--- src/rtl/line_ais_detector.sv ---
module line_ais_detector #(
  parameter int WIN_BITS   = 1536,
  parameter int ZERO_LIMIT = 5
) (
  input  logic clk,
  input  logic rst,
  input  logic rx_bit,
  input  logic frame_ok,
  input  logic ins_allow,
  input  logic clr_latch,
  output logic ais_n,
  output logic term_bit,
  output logic ais_live,
  output logic ais_sticky
);
  localparam int CW = $clog2(WIN_BITS);
  localparam int ZW = $clog2(ZERO_LIMIT + 1);
  localparam int RUN_MAX = 2 * WIN_BITS;
  localparam int RW = $clog2(RUN_MAX + 1);

  logic [CW-1:0] pos;
  logic [ZW-1:0] zeros, zeros_nx;
  logic          win_end, quiet;
  logic          ais_q, ais_d, sticky_q, term_q;

  assign win_end = (pos == CW'(WIN_BITS - 1));

  always_comb begin
    zeros_nx = zeros;
    if (!rx_bit && zeros != ZW'(ZERO_LIMIT))
      zeros_nx = zeros + 1'b1;
  end

  assign quiet = (zeros_nx < ZW'(ZERO_LIMIT));
  assign ais_d = frame_ok ? 1'b0 : (win_end ? quiet : ais_q);

  always_ff @(posedge clk) begin
    if (rst) begin
      pos      <= '0;
      zeros    <= '0;
      ais_q    <= 1'b0;
      sticky_q <= 1'b0;
      term_q   <= 1'b0;
    end else begin
      pos      <= win_end ? '0 : pos + 1'b1;
      zeros    <= win_end ? '0 : zeros_nx;
      ais_q    <= ais_d;
      sticky_q <= (ais_d & ~ais_q) | (sticky_q & ~clr_latch);
      term_q   <= (ins_allow && (ais_q || !frame_ok)) ? 1'b1 : rx_bit;
    end
  end

  assign ais_live   = ais_q;
  assign ais_n      = ~ais_q;
  assign ais_sticky = sticky_q;
  assign term_bit   = term_q;

  logic [RW-1:0] ones_run;
  always_ff @(posedge clk) begin
    if (rst)
      ones_run <= '0;
    else if (rx_bit && !frame_ok)
      ones_run <= (ones_run == RW'(RUN_MAX)) ? ones_run : ones_run + 1'b1;
    else
      ones_run <= '0;
  end

  AST_DETECT_LATENCY: assert property (@(posedge clk) disable iff (rst)
    (ones_run == RW'(RUN_MAX)) |-> ais_live);
  AST_HOLD_MIDWINDOW: assert property (@(posedge clk) disable iff (rst)
    (!win_end && !frame_ok) |=> $stable(ais_live));
  AST_FRAMED_NO_AIS: assert property (@(posedge clk) disable iff (rst)
    frame_ok |=> !ais_live);
  AST_PASS_THROUGH: assert property (@(posedge clk) disable iff (rst)
    !ins_allow |=> (term_bit == $past(rx_bit)));
  AST_LOF_INSERT: assert property (@(posedge clk) disable iff (rst)
    (ins_allow && !frame_ok) |=> term_bit);
  AST_STICKY_ON_RISE: assert property (@(posedge clk) disable iff (rst)
    $rose(ais_live) |-> ais_sticky);
  AST_STICKY_CLEAR: assert property (@(posedge clk) disable iff (rst)
    (clr_latch && !ais_d) |=> !ais_sticky);
endmodule

--- config.mk ---
export PLATFORM = sky130hd
export DESIGN_NAME = line_ais_detector
export DESIGN_NICKNAME = d
export VERILOG_FILES = /design/src/rtl/line_ais_detector.sv
export SDC_FILE = /design/constraint.sdc
export NUM_CORES = 1
export LEC_CHECK = 0
export ABC_CLOCK_PERIOD_IN_PS = 2100
export CAP_MARGIN = 40
export CORE_MARGIN = 8
export CORE_UTILIZATION = 51
export DETAILED_ROUTE_END_ITERATION = 10
export PLACE_DENSITY_LB_ADDON = 0.12
export SLEW_MARGIN = 25
export SYNTH_ARGS = -nofsm -noshare
export SYNTH_HDL_FRONTEND = slang
export SYNTH_SLANG_ARGS = --single-unit
--- constraint.sdc ---
create_clock -name clk -period 2.1 [get_ports clk]
set_input_delay 0.42 -clock clk [delete_from_list [all_inputs] [get_ports clk]]
set_output_delay 0.42 -clock clk [all_outputs]
set_load 0.005 [all_outputs]
==> results.sh, run 1 <==
export IMPL_outcome="complete, no violations"
export IMPL_drtIter0Drc=4
export IMPL_swShare=0.225
export IMPL_synth_area_leaders="dfxtp_1, nor2_1, xnor2_1"
export IMPL_cts_tree="done"
export IMPL_synth_nets=92
export IMPL_dr_total_vias=544
export IMPL_grt_pass1_wl_um=2100
export IMPL_htree_num_levels=1
export IMPL_crit_end="ais_n"
export IMPL_yosys_area_top_type="dfxtp_1"
export IMPL_fin_crit_sh=0.766
export IMPL_power_internal_uw=435
export IMPL_finalCriticalPeriod_ns=1.61
export IMPL_synth_top_area_frac=0.442
export IMPL_avgViaCountPerCell=4.90
export IMPL_cts_buffers=3
export IMPL_comb_power_share=0.093
export IMPL_numPortBuffers=9
export IMPL_avgSynthCellArea_um2=9.27
export IMPL_postPlaceCellArea_um2=868
export IMPL_cts_hold_buf=0
export IMPL_drv_cap=0
export IMPL_cts_root_buf="clkbuf_4"
export IMPL_grt_overflow=0
export IMPL_wl_per_cell_um=11.0
export IMPL_antenna_found_initial=0
export IMPL_synthArstFlopShare=0
export IMPL_die_h_um=54.8
export IMPL_nets=105
export IMPL_clock_skew_ns=0.00384
export IMPL_start_kind="flop"
export IMPL_p_leak_uw=0.000343
export IMPL_core_area_um2=1450
export IMPL_yosysSeqAreaShare=0.442
export IMPL_die_w_um=54.8
export IMPL_crit_path_max_fanout=4
export IMPL_antennaDiodeCount=0
export IMPL_p_per_area_nw_per_um2=628
export IMPL_hold_viol=0
export IMPL_ys_top_cells_by_count="nor2_1, dfxtp_1, xnor2_1, nand3_1, nand2_1"
export IMPL_startpoint="ais_live"
export IMPL_dp_hpwl_um=913
export IMPL_clock_latency_ns=0.29
export IMPL_grt_pass1_vias=511
export IMPL_drt_pre_antenna_iters=2
export IMPL_drive_gt1_frac=0.0842
export IMPL_critPathRequiredTime_ns=1.68
export IMPL_cts_sinks=17
export IMPL_ant_nets=0
export IMPL_power_total_uw=562
export IMPL_hold_path_class="reg -> reg"
export IMPL_cp_end_kind="primary output"
export IMPL_reg2reg_depth=5
export IMPL_multi_input_area_um2=407
export IMPL_synthCells=83
export IMPL_area_growth_pct=16.3
export IMPL_rr_startpoint="pos[0]"
export IMPL_vdd_ir_drop_max_mv=0.364
export IMPL_gp_congestion=0.755
export IMPL_power_frac_clock=0.300
export IMPL_num_fill_cells=132
export IMPL_criticalPathCategory="reg -> out"
export IMPL_grt_usage=0.0958
export IMPL_num_io_pins=10
export IMPL_rows=14
export IMPL_r2r_setup_slack_ns=0.52
export IMPL_initial_core_util=0.529
export IMPL_grt_max_degree=12
export IMPL_pwr_share_seq=0.608
export IMPL_slew_violations=0
export IMPL_timing_rr_end="pos[7]"
export IMPL_tightest_slew_ns=0.312
export IMPL_synth_seq_cells=17
export IMPL_slew_headroom=0.792
export IMPL_fin_tns_setup_ns=0
export IMPL_synth_edf_count=0
export IMPL_yosysWarnings=0
export IMPL_yosysMostFrequentCell="nor2_1"
export IMPL_postCtsSetupBuffers=0
export IMPL_wl_um=1220
export IMPL_clkTransAtPathRegs_ns=0.09
export IMPL_seq_area_um2=340
export IMPL_cts_resized=0
export IMPL_rsz0062_at_grt="no"
export IMPL_setup_viol=0
export IMPL_drc=0
export IMPL_critPathArrivalTime_ns=1.19
export IMPL_clk_path_buf_depth=2
export IMPL_dieArea_um2=3010
export IMPL_fmax_mhz=621
export IMPL_post_synth_num_cell_types=24
export IMPL_holdPathStages=1
export IMPL_p_sw_uw=127
export IMPL_design_area_um2=895
export IMPL_synthFlopType="dfxtp_1"
export IMPL_synth_area_um2=769
## power by group through the flow
stage                     Sequential [uW]  Clock, uW  Combinational, uW
after detailed placement              349          0               52.0
after global placement                349          0               51.5
after global routing                  343        192               58.4
after floorplan                       348          0               33.8
final                                 341        168               52.0
after CTS                             341        176               52.5
## cells in the final DEF (no fill, tap or decap), types with 4 or more instances in the layout
cell and count:
clkdlybuf4s50_1 9, dfxtp_1 17, nand2_1 4, nand3_1 5, nor2_1 18, xnor2_1 6
## per-stage QoR
stage	utilization	hold slack (ns)	std cells	setup slack, ns
floorplan	-	0.417	83	0.662
global placement	0.597	0.431	107	0.266
detailed placement	0.597	0.444	107	0.235
CTS	0.615	0.458	111	0.470
global route	0.615	0.478	111	0.374
finish	0.615	0.455	111	0.491
## worst min-delay path by stage
stage                 from     end
floorplan           pos[0]  pos[0]
global placement    pos[0]  pos[0]
detailed placement  pos[0]  pos[0]
CTS                 pos[0]  pos[0]
global route        pos[0]  pos[0]
finish              pos[0]  pos[0]
## worst max-delay path, cell delays in order, from the launching register on
cell and delay [ns]:
dfxtp_1 0.34, inv_1 0.07, clkdlybuf4s50_1 0.50
## layout make-up
cell class,instances,share of cell area
Clock buffer,4,0.0294
Inverter,3,0.0126
Timing Repair Buffer,9,0.101
Sequential cell,17,0.380
Tap cell,16,0.0224
Multi-Input combinational cell,62,0.455
## sequential cells by signal, indices dropped and copies added (netlist names)
| name | cells |
|---|---|
| pos | 11 |
| zeros | 3 |
| ais_live | 1 |
| ais_sticky | 1 |
| term_bit | 1 |
## layer usage
layer,up-vias,routed length (um),global-route usage
met5,-,0,0
met4,0,9,0.0246
met3,2,82,0.0571
met2,8,491,0.145
met1,232,638,0.112
li1,302,-,-
## logic make-up after synthesis
kind of cell	share of synthesized area
flip-flops	0.442
AND/OR/NAND/NOR	0.301
adder cells (fa/ha/maj)	0.0488
multiplexers	0.0423
buffers and inverters	0.0293
AO/OA/AOI/OAI	0.0455
XOR/XNOR	0.0911
No activity file was read; power rests on OpenSTA's default activity.
==> inputs of run 2 (changes only) <==
--- a/config.mk
+++ b/config.mk
@@ -5,7 +5,7 @@
 export SDC_FILE = /design/constraint.sdc
 export NUM_CORES = 1
 export LEC_CHECK = 0
-export ABC_CLOCK_PERIOD_IN_PS = 2100
+export ABC_CLOCK_PERIOD_IN_PS = 1600
 export CAP_MARGIN = 40
 export CORE_MARGIN = 8
 export CORE_UTILIZATION = 51
==> constraint.sdc (replaced) <==
create_clock -name clk -period 1.6 [get_ports clk]
set_input_delay 0.32 -clock clk [delete_from_list [all_inputs] [get_ports clk]]
set_output_delay 0.32 -clock clk [all_outputs]
set_load 0.005 [all_outputs]
==> results.sh, run 2 (synthesized netlist as in run 1, its figures left out) <==
export IMPL_outcome="complete, no violations"
export IMPL_drive_gt1_frac=0.257
export IMPL_slew_violations=0
export IMPL_gp_congestion=0.751
export IMPL_hold_viol=0
export IMPL_hold_path_class="reg -> reg"
export IMPL_drc=0
export IMPL_grt_overflow=0
export IMPL_r2r_setup_slack_ns=0.11
export IMPL_cts_buffers=3
export IMPL_wl_per_cell_um=11.6
export IMPL_core_area_um2=1450
export IMPL_layout_commonest_cell="nor2_1"
export IMPL_dp_cells=116
export IMPL_power_total_uw=754
export IMPL_fmax_mhz=662
export IMPL_startpoint="ais_live"
export IMPL_crit_path_max_fanout=4
export IMPL_grt_pass1_wl_um=2390
export IMPL_wl_um=1410
export IMPL_drt_pre_antenna_iters=4
export IMPL_p_per_area_nw_per_um2=749
export IMPL_grt_usage=0.107
export IMPL_grt_pass1_vias=574
export IMPL_area_growth_pct=30.9
export IMPL_rsz0062_at_grt="no"
export IMPL_cts_tree="done"
export IMPL_dr_total_vias=630
export IMPL_cp_end_kind="primary output"
export IMPL_antennaDiodeCount=0
export IMPL_drv_cap=0
export IMPL_nets=115
export IMPL_cts_sinks=17
export IMPL_mostFrequentLayoutCells="nor2_1, dfxtp_1, buf_4"
export IMPL_vdd_ir_drop_max_mv=0.625
export IMPL_reg_largest_list="pos: 11 flops, zeros: 3 flops"
export IMPL_cts_hold_buf=0
export IMPL_numPortBuffers=9
export IMPL_avgViaCountPerCell=5.21
export IMPL_top_register="pos"
export IMPL_clock_latency_ns=0.28
export IMPL_rows=14
export IMPL_crit_end="ais_n"
export IMPL_drtIter0Drc=18
export IMPL_critPathArrivalTime_ns=1.19
export IMPL_timing_rr_end="ais_live"
export IMPL_dp_hpwl_um=1060
export IMPL_num_io_pins=10
export IMPL_finalCriticalPeriod_ns=1.51
export IMPL_die_w_um=54.8
export IMPL_die_h_um=54.8
export IMPL_fin_crit_sh=0.945
export IMPL_tightest_slew_ns=0.253
export IMPL_clock_skew_ns=0.00149
export IMPL_postPlaceCellArea_um2=936
export IMPL_p_leak_uw=0.000396
export IMPL_antenna_found_initial=0
export IMPL_slew_headroom=0.830
export IMPL_largest_reg_flops=11
export IMPL_criticalPathCategory="reg -> out"
export IMPL_start_kind="flop"
export IMPL_clkTransAtPathRegs_ns=0.09
export IMPL_critPathRequiredTime_ns=1.28
export IMPL_ant_nets=0
export IMPL_cts_root_buf="clkbuf_4"
export IMPL_clk_path_buf_depth=2
export IMPL_grt_max_degree=12
export IMPL_dieArea_um2=3010
export IMPL_reg2reg_depth=5
export IMPL_design_area_um2=1010
export IMPL_rr_startpoint="zeros[0]"
export IMPL_initial_core_util=0.529
export IMPL_setup_viol=0
export IMPL_htree_num_levels=1
export IMPL_final_cells=121
run 2: metal layers:
layer / up-vias / global-route usage / routed length [um]
met3: 2 / 0.0272 / 95
met1: 287 / 0.133 / 656
met5: - / 0 / 0
li1: 325 / - / -
met2: 16 / 0.168 / 644
met4: 0 / 0.0492 / 9
run 2: final cells by class:
type,count,area (um2)
fill,114,447
multi-input combinational,62,438
sequential,17,345
timing repair buffer,19,165
clock buffer,3,22.5
tap,16,20.0
inverter,3,11.3
clock inverter,1,5.00
run 2: through the flow:
stage	utilization	hold WS, ns	setup slack (ns)	setup TNS (ns)
2_1_floorplan	-	0.389	0.162	0
3_3_place_gp	0.644	0.431	-0.100	-0.100
3_5_place_dp	0.644	0.436	-0.152	-0.176
4_1_cts	0.663	0.456	0.0395	0
5_1_grt	0.693	0.472	0.000384	0
6_report	0.693	0.454	0.0888	0
run 2: repair_timing:
item,CTS,global route
buffers inserted,0,1
gates resized for setup,0,11
setup endpoints to repair,0,1
run 2: how the worst min path moves through the flow:
stage | cells past startpoint | startpoint | to | slack (ns)
after floorplan | 1 | rst | pos[8] | 0.39
after global placement | 1 | pos[0] | pos[0] | 0.43
after detailed placement | 1 | pos[0] | pos[0] | 0.44
after CTS | 1 | pos[0] | pos[0] | 0.46
after global routing | 1 | pos[0] | pos[0] | 0.47
final | 1 | pos[0] | pos[0] | 0.45
run 2: critical path, cell delays in order (launching register included):
cell	delay (ns)
dfxtp_1	0.34
inv_1	0.07
clkdlybuf4s50_1	0.49
run 2: where the power goes:
part,internal [uW],leakage (uW),switching [uW]
registers,438,0.000139,10.8
logic,49.7,0.000239,38.0
clock network,92.7,0.0000177,125
total,580,0.000396,174
==> inputs of run 3 (changes only) <==
--- a/config.mk
+++ b/config.mk
@@ -15,3 +15,4 @@
 export SYNTH_ARGS = -nofsm -noshare
 export SYNTH_HDL_FRONTEND = slang
 export SYNTH_SLANG_ARGS = --single-unit
+export TNS_END_PERCENT = 1
==> results of run 3 <==
No change in the layout: final DEF, timing and power equal those of run 2.
